`config.mk`:
```
export PLATFORM = sky130hd
export DESIGN_NAME = ipi_dest_match
export DESIGN_NICKNAME = d
export VERILOG_FILES = /design/src/rtl/ipi_dm_pkg.sv /design/src/rtl/ipi_dm_fmt_reg.sv /design/src/rtl/ipi_dm_phys_match.sv /design/src/rtl/ipi_dm_logic_match.sv /design/src/rtl/ipi_dest_match.sv
export SDC_FILE = /design/constraint.sdc
export NUM_CORES = 1
export LEC_CHECK = 0
export BUFFER_PORTS_ARGS = -buffer_cell sky130_fd_sc_hd__buf_2
export CORE_AREA = 2 2 39 41
export DETAILED_ROUTE_END_ITERATION = 10
export DIE_AREA = 0 0 41 43
export PLACE_DENSITY = 0.8
export REMOVE_ABC_BUFFERS = 1
export SLEW_MARGIN = 20
export SYNTH_ARGS = -nofsm -noshare
export SYNTH_HDL_FRONTEND = slang
export SYNTH_HIERARCHICAL = 1
export SYNTH_SLANG_ARGS = --single-unit
```
`constraint.sdc`:
```
create_clock -name clk -period 3.5 [get_ports clk]
set_input_delay 0.175 -clock clk [delete_from_list [all_inputs] [get_ports clk]]
set_output_delay 0.175 -clock clk [all_outputs]
set_load 0.02 [all_outputs]
```
`src/rtl/ipi_dm_pkg.sv`:
```
package ipi_dm_pkg;

    typedef enum logic [1:0] {
        SH_NONE     = 2'b00,
        SH_SELF     = 2'b01,
        SH_ALL_INCL = 2'b10,
        SH_ALL_EXCL = 2'b11
    } shorthand_e;

    typedef enum logic {
        FMT_FLAT    = 1'b0,
        FMT_CLUSTER = 1'b1
    } fmt_e;

endpackage

```
`src/rtl/ipi_dm_fmt_reg.sv`:
```
module ipi_dm_fmt_reg
    import ipi_dm_pkg::*;
(
    input  logic clk,
    input  logic rst_n,
    input  logic sw_enable,
    input  logic wr_en,
    input  logic wr_cluster,
    output fmt_e fmt_q
);

    typedef struct packed {
        fmt_e fmt;
    } fmt_state_t;

    fmt_state_t st_d, st_q;

    always_comb begin
        st_d = st_q;
        if (wr_en && !sw_enable) begin
            st_d.fmt = wr_cluster ? FMT_CLUSTER : FMT_FLAT;
        end
    end

    always_ff @(posedge clk) begin
        if (!rst_n) begin
            st_q.fmt <= FMT_FLAT;
        end else begin
            st_q <= st_d;
        end
    end

    assign fmt_q = st_q.fmt;

    // A write while the agent is enabled leaves the format untouched
    assert_locked_write_R9: assert property (@(posedge clk) disable iff (!rst_n)
        (wr_en && sw_enable) |=> (fmt_q == $past(fmt_q)));

    // A write while disabled lands on the next cycle
    assert_open_write_R9: assert property (@(posedge clk) disable iff (!rst_n)
        (wr_en && !sw_enable) |=> (fmt_q == ($past(wr_cluster) ? FMT_CLUSTER : FMT_FLAT)));

endmodule

```
`src/rtl/ipi_dm_phys_match.sv`:
```
module ipi_dm_phys_match #(
    parameter int ID_W = 8
) (
    input  logic [ID_W-1:0] dest,
    input  logic [ID_W-1:0] own_id,
    output logic            hit
);

    localparam logic [ID_W-1:0] BCAST = {ID_W{1'b1}};

    logic exact;
    logic bcast;

    always_comb begin
        exact = (dest == own_id);
        bcast = (dest == BCAST);
        hit   = exact || bcast;
    end

endmodule

```
`src/rtl/ipi_dm_logic_match.sv`:
```
module ipi_dm_logic_match
    import ipi_dm_pkg::*;
#(
    parameter int ID_W      = 8,
    parameter int CLUSTER_W = 4
) (
    input  fmt_e            fmt,
    input  logic [ID_W-1:0] dest,
    input  logic [ID_W-1:0] own_logical,
    output logic            hit
);

    localparam int MEMBER_W = ID_W - CLUSTER_W;
    localparam logic [CLUSTER_W-1:0] ALL_CLUSTERS = {CLUSTER_W{1'b1}};

    logic [ID_W-1:0]      flat_overlap;
    logic [MEMBER_W-1:0]  member_overlap;
    logic                 flat_hit;
    logic                 cluster_sel;
    logic                 cluster_hit;

    // per-bit overlap of the destination mask with this agent's mask
    for (genvar b = 0; b < ID_W; b++) begin : g_flat
        assign flat_overlap[b] = dest[b] & own_logical[b];
    end

    for (genvar m = 0; m < MEMBER_W; m++) begin : g_member
        assign member_overlap[m] = dest[m] & own_logical[m];
    end

    always_comb begin
        flat_hit    = |flat_overlap;
        cluster_sel = (dest[ID_W-1 -: CLUSTER_W] == own_logical[ID_W-1 -: CLUSTER_W])
                   || (dest[ID_W-1 -: CLUSTER_W] == ALL_CLUSTERS);
        cluster_hit = cluster_sel && (|member_overlap);
        hit         = (fmt == FMT_CLUSTER) ? cluster_hit : flat_hit;
    end

endmodule

```
`src/rtl/ipi_dest_match.sv`:
```
module ipi_dest_match
    import ipi_dm_pkg::*;
#(
    parameter int ID_W      = 8,
    parameter int CLUSTER_W = 4
) (
    input  logic            clk,
    input  logic            rst_n,
    input  logic            sw_enable,
    input  logic            fmt_wr,
    input  logic            fmt_wdata,
    output logic            fmt_cluster,
    input  logic            msg_valid,
    input  logic [ID_W-1:0] msg_src_id,
    input  logic [1:0]      msg_shorthand,
    input  logic            msg_logical,
    input  logic [ID_W-1:0] msg_dest,
    input  logic [ID_W-1:0] own_phys_id,
    input  logic [ID_W-1:0] own_logical_id,
    output logic            accept
);

    localparam logic [ID_W-1:0] PHYS_BCAST = {ID_W{1'b1}};

    typedef struct packed {
        logic accept;
    } acc_state_t;

    fmt_e       fmt_q;
    logic       phys_hit;
    logic       logic_hit;
    logic       is_sender;
    logic       match;
    shorthand_e sh;
    acc_state_t st_d, st_q;

    ipi_dm_fmt_reg i_fmt_reg (
        .clk        (clk),
        .rst_n      (rst_n),
        .sw_enable  (sw_enable),
        .wr_en      (fmt_wr),
        .wr_cluster (fmt_wdata),
        .fmt_q      (fmt_q)
    );

    ipi_dm_phys_match #(.ID_W(ID_W)) i_phys (
        .dest   (msg_dest),
        .own_id (own_phys_id),
        .hit    (phys_hit)
    );

    ipi_dm_logic_match #(.ID_W(ID_W), .CLUSTER_W(CLUSTER_W)) i_logic (
        .fmt         (fmt_q),
        .dest        (msg_dest),
        .own_logical (own_logical_id),
        .hit         (logic_hit)
    );

    always_comb begin
        sh        = shorthand_e'(msg_shorthand);
        is_sender = (msg_src_id == own_phys_id);
        unique case (sh)
            SH_SELF:     match = is_sender;
            SH_ALL_INCL: match = 1'b1;
            SH_ALL_EXCL: match = !is_sender;
            default:     match = msg_logical ? logic_hit : phys_hit;
        endcase
        st_d.accept = msg_valid && match;
    end

    always_ff @(posedge clk) begin
        if (!rst_n) begin
            st_q.accept <= 1'b0;
        end else begin
            st_q <= st_d;
        end
    end

    assign accept      = st_q.accept;
    assign fmt_cluster = (fmt_q == FMT_CLUSTER);

    assert_no_spurious_R10: assert property (@(posedge clk) disable iff (!rst_n)
        accept |-> $past(msg_valid));

    assert_self_only_R2: assert property (@(posedge clk) disable iff (!rst_n)
        (msg_valid && msg_shorthand == 2'b01 && msg_src_id != own_phys_id) |=> !accept);

    assert_all_incl_R3: assert property (@(posedge clk) disable iff (!rst_n)
        (msg_valid && msg_shorthand == 2'b10) |=> accept);

    assert_all_excl_R4: assert property (@(posedge clk) disable iff (!rst_n)
        (msg_valid && msg_shorthand == 2'b11) |=> (accept == ($past(msg_src_id) != $past(own_phys_id))));

    assert_phys_bcast_R6: assert property (@(posedge clk) disable iff (!rst_n)
        (msg_valid && msg_shorthand == 2'b00 && !msg_logical && msg_dest == PHYS_BCAST) |=> accept);

    assert_empty_logical_R7: assert property (@(posedge clk) disable iff (!rst_n)
        (msg_valid && msg_shorthand == 2'b00 && msg_logical && msg_dest == '0) |=> !accept);

endmodule

```
* After elaboration in Yosys (flattened, before gate mapping)
Index checks and enable logic that the tools add are counted.
Storage, ports and cells: word-level logic and storage cells 31, output and inout bits 2, register bits 2, input bits 41
Cells by class: multiplexer cells 4, reductions and logical operators 9, eq/ne operators 8, bitwise gates (word level) 8
Operators with widths (number):
- $eq 8x8->1 | 2
- $and 1x1->1 | 8
- $eq 8x8->1 const B | 1
- $reduce_or 8->1 | 1
- $eq 2x2->1 const B | 2
- $eq 4x4->1 | 1
- $eq 4x4->1 const B | 1
- $reduce_or 4->1 | 1
- $logic_and 1x1->1 | 3
- $mux 1 | 3
- $pmux 1 s3 | 1
- $eq 2x1->1 const B | 1
- $logic_not 1->1 | 2
- $logic_or 1x1->1 | 2

* Logic depth before layout (Yosys ltp)
Gate-level depths: netlist (run 1).
word-level depth 7, gate-level depth with buffers 8

* By module
Netlist (run 1), hierarchy kept.
By module, submodules not included:
- ipi_dest_match | times used 1, seq. area each 20.0 um^2, area an instance 168.9 um^2, cells an instance 17
- ipi_dm_logic_match | times used 1, seq. area each 0.0 um^2, area an instance 111.4 um^2, cells an instance 12
- ipi_dm_phys_match | times used 1, seq. area each 0.0 um^2, area an instance 101.3 um^2, cells an instance 13
- ipi_dm_fmt_reg | times used 1, seq. area each 20.0 um^2, area an instance 51.3 um^2, cells an instance 5

* Least setup slack after synthesis (run 1)
OpenSTA, ideal clock, no wires.
path kind input to register, start input port msg_dest[7], end register, netlist name accept, setup slack 1.782 ns, required time 3.384 ns, stages 8, data arrival time 1.602 ns, path through ha_1 or4_1 nor3_2 o22ai_1 mux2i_1 o21bai_1 a41o_1 and4_1
On the way: word-level cells in the longest chain between the ends 7, elaborated cells on any way between the ends 13
Ends and longest elaborated chain:
- start, declared | RTL line ipi_dest_match.sv:17 | input logic [ID_W-1:0] msg_dest,
- $eq 4x4->1 (on tied branches) | RTL line ipi_dm_logic_match.sv:33, ipi_dm_logic_match.sv:34
- $logic_or 1x1->1 | RTL line ipi_dm_logic_match.sv:34 | || (dest[ID_W-1 -: CLUSTER_W] == ALL_CLUSTERS);
- $logic_and 1x1->1 | RTL line ipi_dm_logic_match.sv:35 | cluster_hit = cluster_sel && (|member_overlap);
- $mux 1 * | RTL line ipi_dm_logic_match.sv:36 | hit = (fmt == FMT_CLUSTER) ? cluster_hit : flat_hit;
- net logic_hit | RTL line ipi_dest_match.sv:31 | logic logic_hit;
- $mux 1 * | RTL line ipi_dest_match.sv:66 | default: match = msg_logical ? logic_hit : phys_hit;
- $pmux 1 s3 * | RTL line ipi_dest_match.sv:62 | unique case (sh)
- $logic_and 1x1->1 * | RTL line ipi_dest_match.sv:68 | st_d.accept = msg_valid && match;
Mark *: on every way through the listed nets, which the timed path passes. The rest lies on a longest branch. A chain may end at the register's enable or synchronous reset.

* Worst setup path in the final report (run 1)
start input port msg_dest[7], end register, netlist name accept
On the way: word-level cells in the longest chain between the ends 7, elaborated cells on any way between the ends 13
Ends and longest elaborated chain (RTL line):
- $eq 4x4->1 (on tied branches) | ipi_dm_logic_match.sv:33, ipi_dm_logic_match.sv:34
- $logic_or 1x1->1 | ipi_dm_logic_match.sv:34
- $logic_and 1x1->1 | ipi_dm_logic_match.sv:35
- $mux 1 * | ipi_dm_logic_match.sv:36
- net logic_hit | ipi_dest_match.sv:31
- $mux 1 * | ipi_dest_match.sv:66
- $pmux 1 s3 * | ipi_dest_match.sv:62
- $logic_and 1x1->1 * | ipi_dest_match.sv:68
Marked as above.

==> flow_summary_export.csv, run 1 <==
group,metric,value,unit
timing,setup_viol,0,
clock_network,htree_num_levels,1,
placed_design,gp_congestion,0.757,
layout,fill_cells,143,
detailed_routing,drc,0,
yosys,synth-xor-area-share,0.324,
clock_network,clk_latency,220,ps
grt,met1_usage,0.175,
power_and_ir_drop,pwr_density_cell,212,nW/µm²
clock_network,clock_sinks,2,
setup_path,r2r.worst_path.cells,5,
yosys,synth_cell_types,22,
job,max_cap_viol_count,0,
setup_path,criticalPathCategory,"input port to flop",
setup_path,worstPathArrival,1840,ps
min_path,whs_path_depth,3,
grt,grtUsageTotal,0.154,
detailed_routing,viasPerCell,4.85,
grt,grt_max_degree,5,
power_and_ir_drop,power.leakage,0.340,nW
grt,grt_pass1_wl,1860,µm
floorplanning,initial_core_util,0.313,
setup_path,required,3610,ps
floorplanning,core_area,1380,µm²
yosys,synthSimpleGateAreaFrac,0.289,
grt,met3_usage,0.0209,
yosys,synth_compound_area_frac,0.133,
detailed_routing,wl_per_cell,11.1,µm
timing,tightest_slew,242,ps
placed_design,place_ws,1530,ps
grt,grt_busiest_layer,"met2",
timing,timing.final.hold_violations,0,
timing,finalWorstPathRequiredPeriod,1740,ps
yosys,yosysWarningCount,6,
clock_network,clock_path_buffers,2,
clock_network,post-cts-setup-buffer-count,0,
yosys,synth_top_family_by_area,"XOR/XNOR gates",
floorplanning,die_area,1760,µm²
clock_network,cts.clk_slew.worst_paths,30,ps
placed_design,place_hpwl,1120,µm
detailed_routing,postRouteAntennaNets,0,
yosys,yosys.area_share.adder,0.116,
detailed_routing,totalWireLength,1200,µm
setup_path,cp-start-kind,"input port",
clock_network,post_cts.resized_instances,0,
clock_network,cts_tree,"yes",
layout,antennaDiodeCount,0,
setup_path,r2r_slack,2340,ps
layout,syn2layout_area_growth,58.4,%
timing,relSlewSlack,0.838,
setup_path,r2r-start,"i_fmt_reg/fmt_q",
yosys,synth_mux_area_frac,0.0462,
timing,tns,0,ps
floorplanning,die_w,41,µm
yosys,syn_area,433,µm²
floorplanning,die_y,43,µm
timing,fmax,576,MHz
setup_path,crit_path_max_fanout,4,
detailed_routing,drtPass1Iterations,3,
yosys,seq_area_frac_synth,0.0925,
yosys,syn_avg_cell_area,9.21,µm²
grt,antenna_found_initial,0,
min_path,holdPathEnd,"i_fmt_reg/fmt_q",
detailed_routing,drt_iter0_markers,2,
setup_path,r2r_end,"accept",
run_status,status,"complete, no violations",
timing,fin_crit_sh,0.496,
timing,finalClockSkew,0.353,ps
layout,final_nets,139,
grt,first_global_vias,501,
min_path,min_path_type,"input port to flop",
timing,rsz0062_at_grt,"no",
min_path,min_from,"fmt_wdata",
floorplanning,io_pins,43,
yosys,ys_ff_latch,2,
placed_design,port_buffers,42,
clock_network,cts_root_buf,"clkbuf_4",
grt,overflow,0,
layout,drive_gt1_frac,0.543,
floorplanning,rows,14,
grt,gr-usage-met2,0.269,
power_and_ir_drop,ir_worst_vdd,0.0883,mV
detailed_routing,num_vias,524,
yosys,synthCells,47,
setup_path,critPathCaptureType,"flop",
clock_network,cts_buffers,3,
timing,post-route-worst-setup-slack,1760,ps
timing,maxSlewViolCount,0,
clock_network,cts_hold_buffers,0,
==> area by class of cell <==
| class | count | area, µm² | share of cell area |
|---|---|---|---|
| multi-input combinational | 45 | 393 | 0.573 |
| timing repair buffer | 42 | 210 | 0.307 |
| sequential | 2 | 40.0 | 0.0584 |
| clock buffer | 3 | 22.5 | 0.0328 |
| tap | 16 | 20.0 | 0.0292 |
==> power breakdown <==
group          leakage (nW)  switching, mW  total [mW]  internal, mW
clock network        0.0138         0.0119      0.0495        0.0377
logic                 0.310         0.0329      0.0711        0.0381
registers            0.0164       0.000782      0.0250        0.0242
total                 0.340         0.0456       0.146         0.100
==> cells in the final DEF, fill, tap and decap left out, types with 2 or more instances in the layout <==
cell type	netlist	routed
buf_2	0	42
ha_1	4	4
mux2i_1	2	2
dfxtp_1	2	2
xnor2_1	9	9
clkbuf_4	0	3
nand4_1	4	4
o22ai_1	2	2
xor2_1	7	7
nor3_2	2	2
nand2_1	2	2
==> per-layer routing <==
metal / vias up / share of wire
li1: 272 / -
met1: 224 / 0.40
met2: 28 / 0.50
met3: 0 / 0.10
met4: 0 / 0
met5: - / 0
==> cell usage after synthesis (all sizes together) <==
library cell  count  area share
xnor2             9        0.18
xor2              7        0.14
ha                4        0.12
nand4             4       0.058
a22o              2       0.043
dfxtp             2       0.092
mux2i             2       0.046
nand2             2       0.017
nor3              2       0.046
nor4              2       0.064
o22ai             2       0.029
a41o              1       0.023
a41oi             1       0.020
and3              1       0.014
and4              1       0.020
nand3             1       0.012
nor2              1      0.0087
nor2b             1       0.032
o21bai            1       0.017
or4               1       0.017
==> flip-flops by register name, indices dropped and copies added (netlist names) <==
name             count
accept               1
i_fmt_reg/fmt_q      1
==> per-stage QoR <==
stage / cells / power, mW / utilization / hold WS [ps] / area, µm²
6_report: 108 / 0.146 / 0.495 / 205 / 686
5_1_grt: 108 / 0.158 / 0.495 / 215 / 686
4_1_cts: 108 / 0.150 / 0.495 / 198 / 686
3_5_place_dp: 105 / 0.0972 / 0.479 / 437 / 663
3_3_place_gp: 105 / 0.0950 / 0.479 / 426 / 663
2_1_floorplan: 47 / 0.0605 / - / 317 / 433
==> worst max-delay path by stage <==
| stage | start | to | slack [ps] | cells past startpoint |
|---|---|---|---|---|
| CTS | msg_dest[7] | accept | 1770 | 9 |
| finish | msg_dest[7] | accept | 1760 | 9 |
| detailed placement | msg_dest[7] | accept | 1530 | 9 |
| global placement | msg_dest[7] | accept | 1600 | 9 |
| global route | msg_dest[7] | accept | 1690 | 9 |
| floorplan | msg_dest[7] | accept | 1780 | 8 |
==> critical path, cell delays in order <==
cell,delay (ps)
buf_2,120
ha_1,190
or4_1,540
nor3_2,130
o22ai_1,110
mux2i_1,130
o21bai_1,70
a41o_1,190
and4_1,180
==> cell families after synthesis <==
family          after synthesis
simple gates                 16
xor+xnor                     16
mux                           2
flops                         2
compound gates                7
fa+ha+maj                     4
No activity file was read; power rests on OpenSTA's default activity.
==> run 2, diff against run 1 <==
==> constraint.sdc (replaced) <==
create_clock -name clk -period 1.8 [get_ports clk]
set_input_delay 0.09 -clock clk [delete_from_list [all_inputs] [get_ports clk]]
set_output_delay 0.09 -clock clk [all_outputs]
set_load 0.02 [all_outputs]
==> run 2 against run 1 <==
Combinational power grew 98%; via count grew 3.8%; worst hold slack lost 85 ps; first-iteration DRC count shrank 100%; critical path type unchanged; largest cell class unchanged.
==> flow_summary_export.csv, run 2 (synthesized netlist as in run 1, its figures left out) <==
group,metric,value,unit
timing,relSlewSlack,0.825,
grt,first_global_vias,519,
setup_path,cp-start-kind,"input port",
detailed_routing,viasPerCell,4.90,
floorplanning,die_y,43,µm
clock_network,clock_path_buffers,2,
setup_path,required,1910,ps
timing,maxSlewViolCount,0,
setup_path,r2r.worst_path.cells,5,
layout,layout_common_cells,"buf_2 (42), xnor2_1 (9), xor2_1 (7), ha_1 (4), nand4_1 (4)",
placed_design,place_ws,-22.3,ps
layout,antennaDiodeCount,0,
detailed_routing,drtPass1Iterations,1,
floorplanning,die_w,41,µm
power_and_ir_drop,power,0.285,mW
grt,overflow,0,
timing,setup_viol,0,
detailed_routing,wl_per_cell,10.2,µm
timing,rsz0062_at_grt,"no",
setup_path,slowest_delay,530,ps
clock_network,htree_num_levels,1,
setup_path,r2r_slack,670,ps
min_path,holdPathEnd,"i_fmt_reg/fmt_q",
placed_design,place_hpwl,1050,µm
floorplanning,io_pins,43,
detailed_routing,totalWireLength,1130,µm
layout,syn2layout_area_growth,63.6,%
timing,finalWorstPathRequiredPeriod,1580,ps
clock_network,post_cts.resized_instances,0,
layout,fill_cells,129,
power_and_ir_drop,pwr_density_cell,403,nW/µm²
timing,fin_crit_sh,0.878,
setup_path,crit_path_top_delay_cell,"or4_1",
job,max_cap_viol_count,0,
clock_network,cts.clk_slew.worst_paths,30,ps
detailed_routing,num_vias,544,
power_and_ir_drop,power.leakage,0.355,nW
clock_network,post-cts-setup-buffer-count,0,
setup_path,criticalPathCategory,"input port to flop",
timing,post-route-worst-setup-slack,220,ps
min_path,whs_path_depth,3,
detailed_routing,drc,0,
setup_path,path_cells,"buf_2 > ha_1 > or4_1 > nor3_2 > o22ai_1 > mux2i_1 > o21bai_1 > a41o_1 > and4_1",
detailed_routing,drt_iter0_markers,0,
layout,drive_gt1_frac,0.558,
run_status,status,"complete, no violations",
detailed_routing,postRouteAntennaNets,0,
timing,timing.final.hold_violations,0,
setup_path,crit_path_max_fanout,2,
clock_network,cts_root_buf,"clkbuf_4",
grt,grt_pass1_wl,1760,µm
setup_path,r2r_end,"accept",
setup_path,worstPathArrival,1690,ps
power_and_ir_drop,ir_worst_vdd,0.123,mV
setup_path,critPathCaptureType,"flop",
grt,grtUsageTotal,0.140,
timing,tightest_slew,260,ps
layout,layout_commonest_cell,"buf_2",
clock_network,clk_latency,220,ps
clock_network,clock_sinks,2,
min_path,min_from,"fmt_wdata",
min_path,min_path_type,"input port to flop",
timing,finalClockSkew,1.34,ps
timing,fmax,633,MHz
clock_network,cts_tree,"yes",
floorplanning,core_area,1380,µm²
grt,antenna_found_initial,0,
floorplanning,rows,14,
setup_path,r2r-start,"i_fmt_reg/fmt_q",
timing,tns,0,ps
floorplanning,initial_core_util,0.313,
layout,post-route-util,0.512,
clock_network,cts_buffers,3,
layout,final_nets,142,
placed_design,gp_congestion,0.758,
clock_network,cts_hold_buffers,0,
floorplanning,die_area,1760,µm²
grt,grt_max_degree,5,
placed_design,port_buffers,42,
run 2: cell count changes in the layout (fill, tap and decap cells not counted):
cell   before  now
buf_4       0    3
run 2: area by class of cell:
class                           count  area [µm²]  share of cell area
Sequential cell                     2        40.0              0.0565
Tap cell                           16        20.0              0.0283
Multi-Input combinational cell     45         393               0.555
Timing Repair Buffer               45         233               0.329
Clock buffer                        3        22.5              0.0318
run 2: worst max-delay path by stage:
stage	from	endpoint	slack, ps	cells after the start
final	msg_dest[7]	accept	220	9
after CTS	msg_dest[7]	accept	220	9
after global routing	msg_dest[7]	accept	80	9
after global placement	msg_dest[7]	accept	1	9
after floorplan	msg_dest[7]	accept	170	8
after detailed placement	msg_dest[7]	accept	-20	9
run 2: critical path, delay by kind of cell:
| family | cells | cell delay (ps) |
|---|---|---|
| and+or+nand+nor | 3 | 820 |
| AOI/OAI and AO/OA | 3 | 360 |
| adders and majority gates | 1 | 180 |
| muxes | 1 | 130 |
| buffers and inverters | 1 | 110 |
run 2: metrics by stage:
stage / hold WS [ps] / instances / area [µm²]
floorplan: 232 / 47 / 433
global placement: 341 / 108 / 686
detailed placement: 350 / 108 / 686
CTS: 113 / 111 / 708
global route: 121 / 111 / 708
finish: 120 / 111 / 708
run 2: power by group:
group	internal, mW	leakage [nW]	switching (mW)	total, mW
combinational	0.0778	0.325	0.0635	0.141
sequential	0.0470	0.0164	0.00134	0.0484
clock	0.0732	0.0138	0.0224	0.0957
run 2: layer usage:
| layer | share of wire | track usage |
|---|---|---|
| met2 | 0.48 | 0.259 |
| met5 | 0 | 0 |
| met4 | 0 | 0.0600 |
| met1 | 0.40 | 0.142 |
| met3 | 0.12 | 0.0157 |
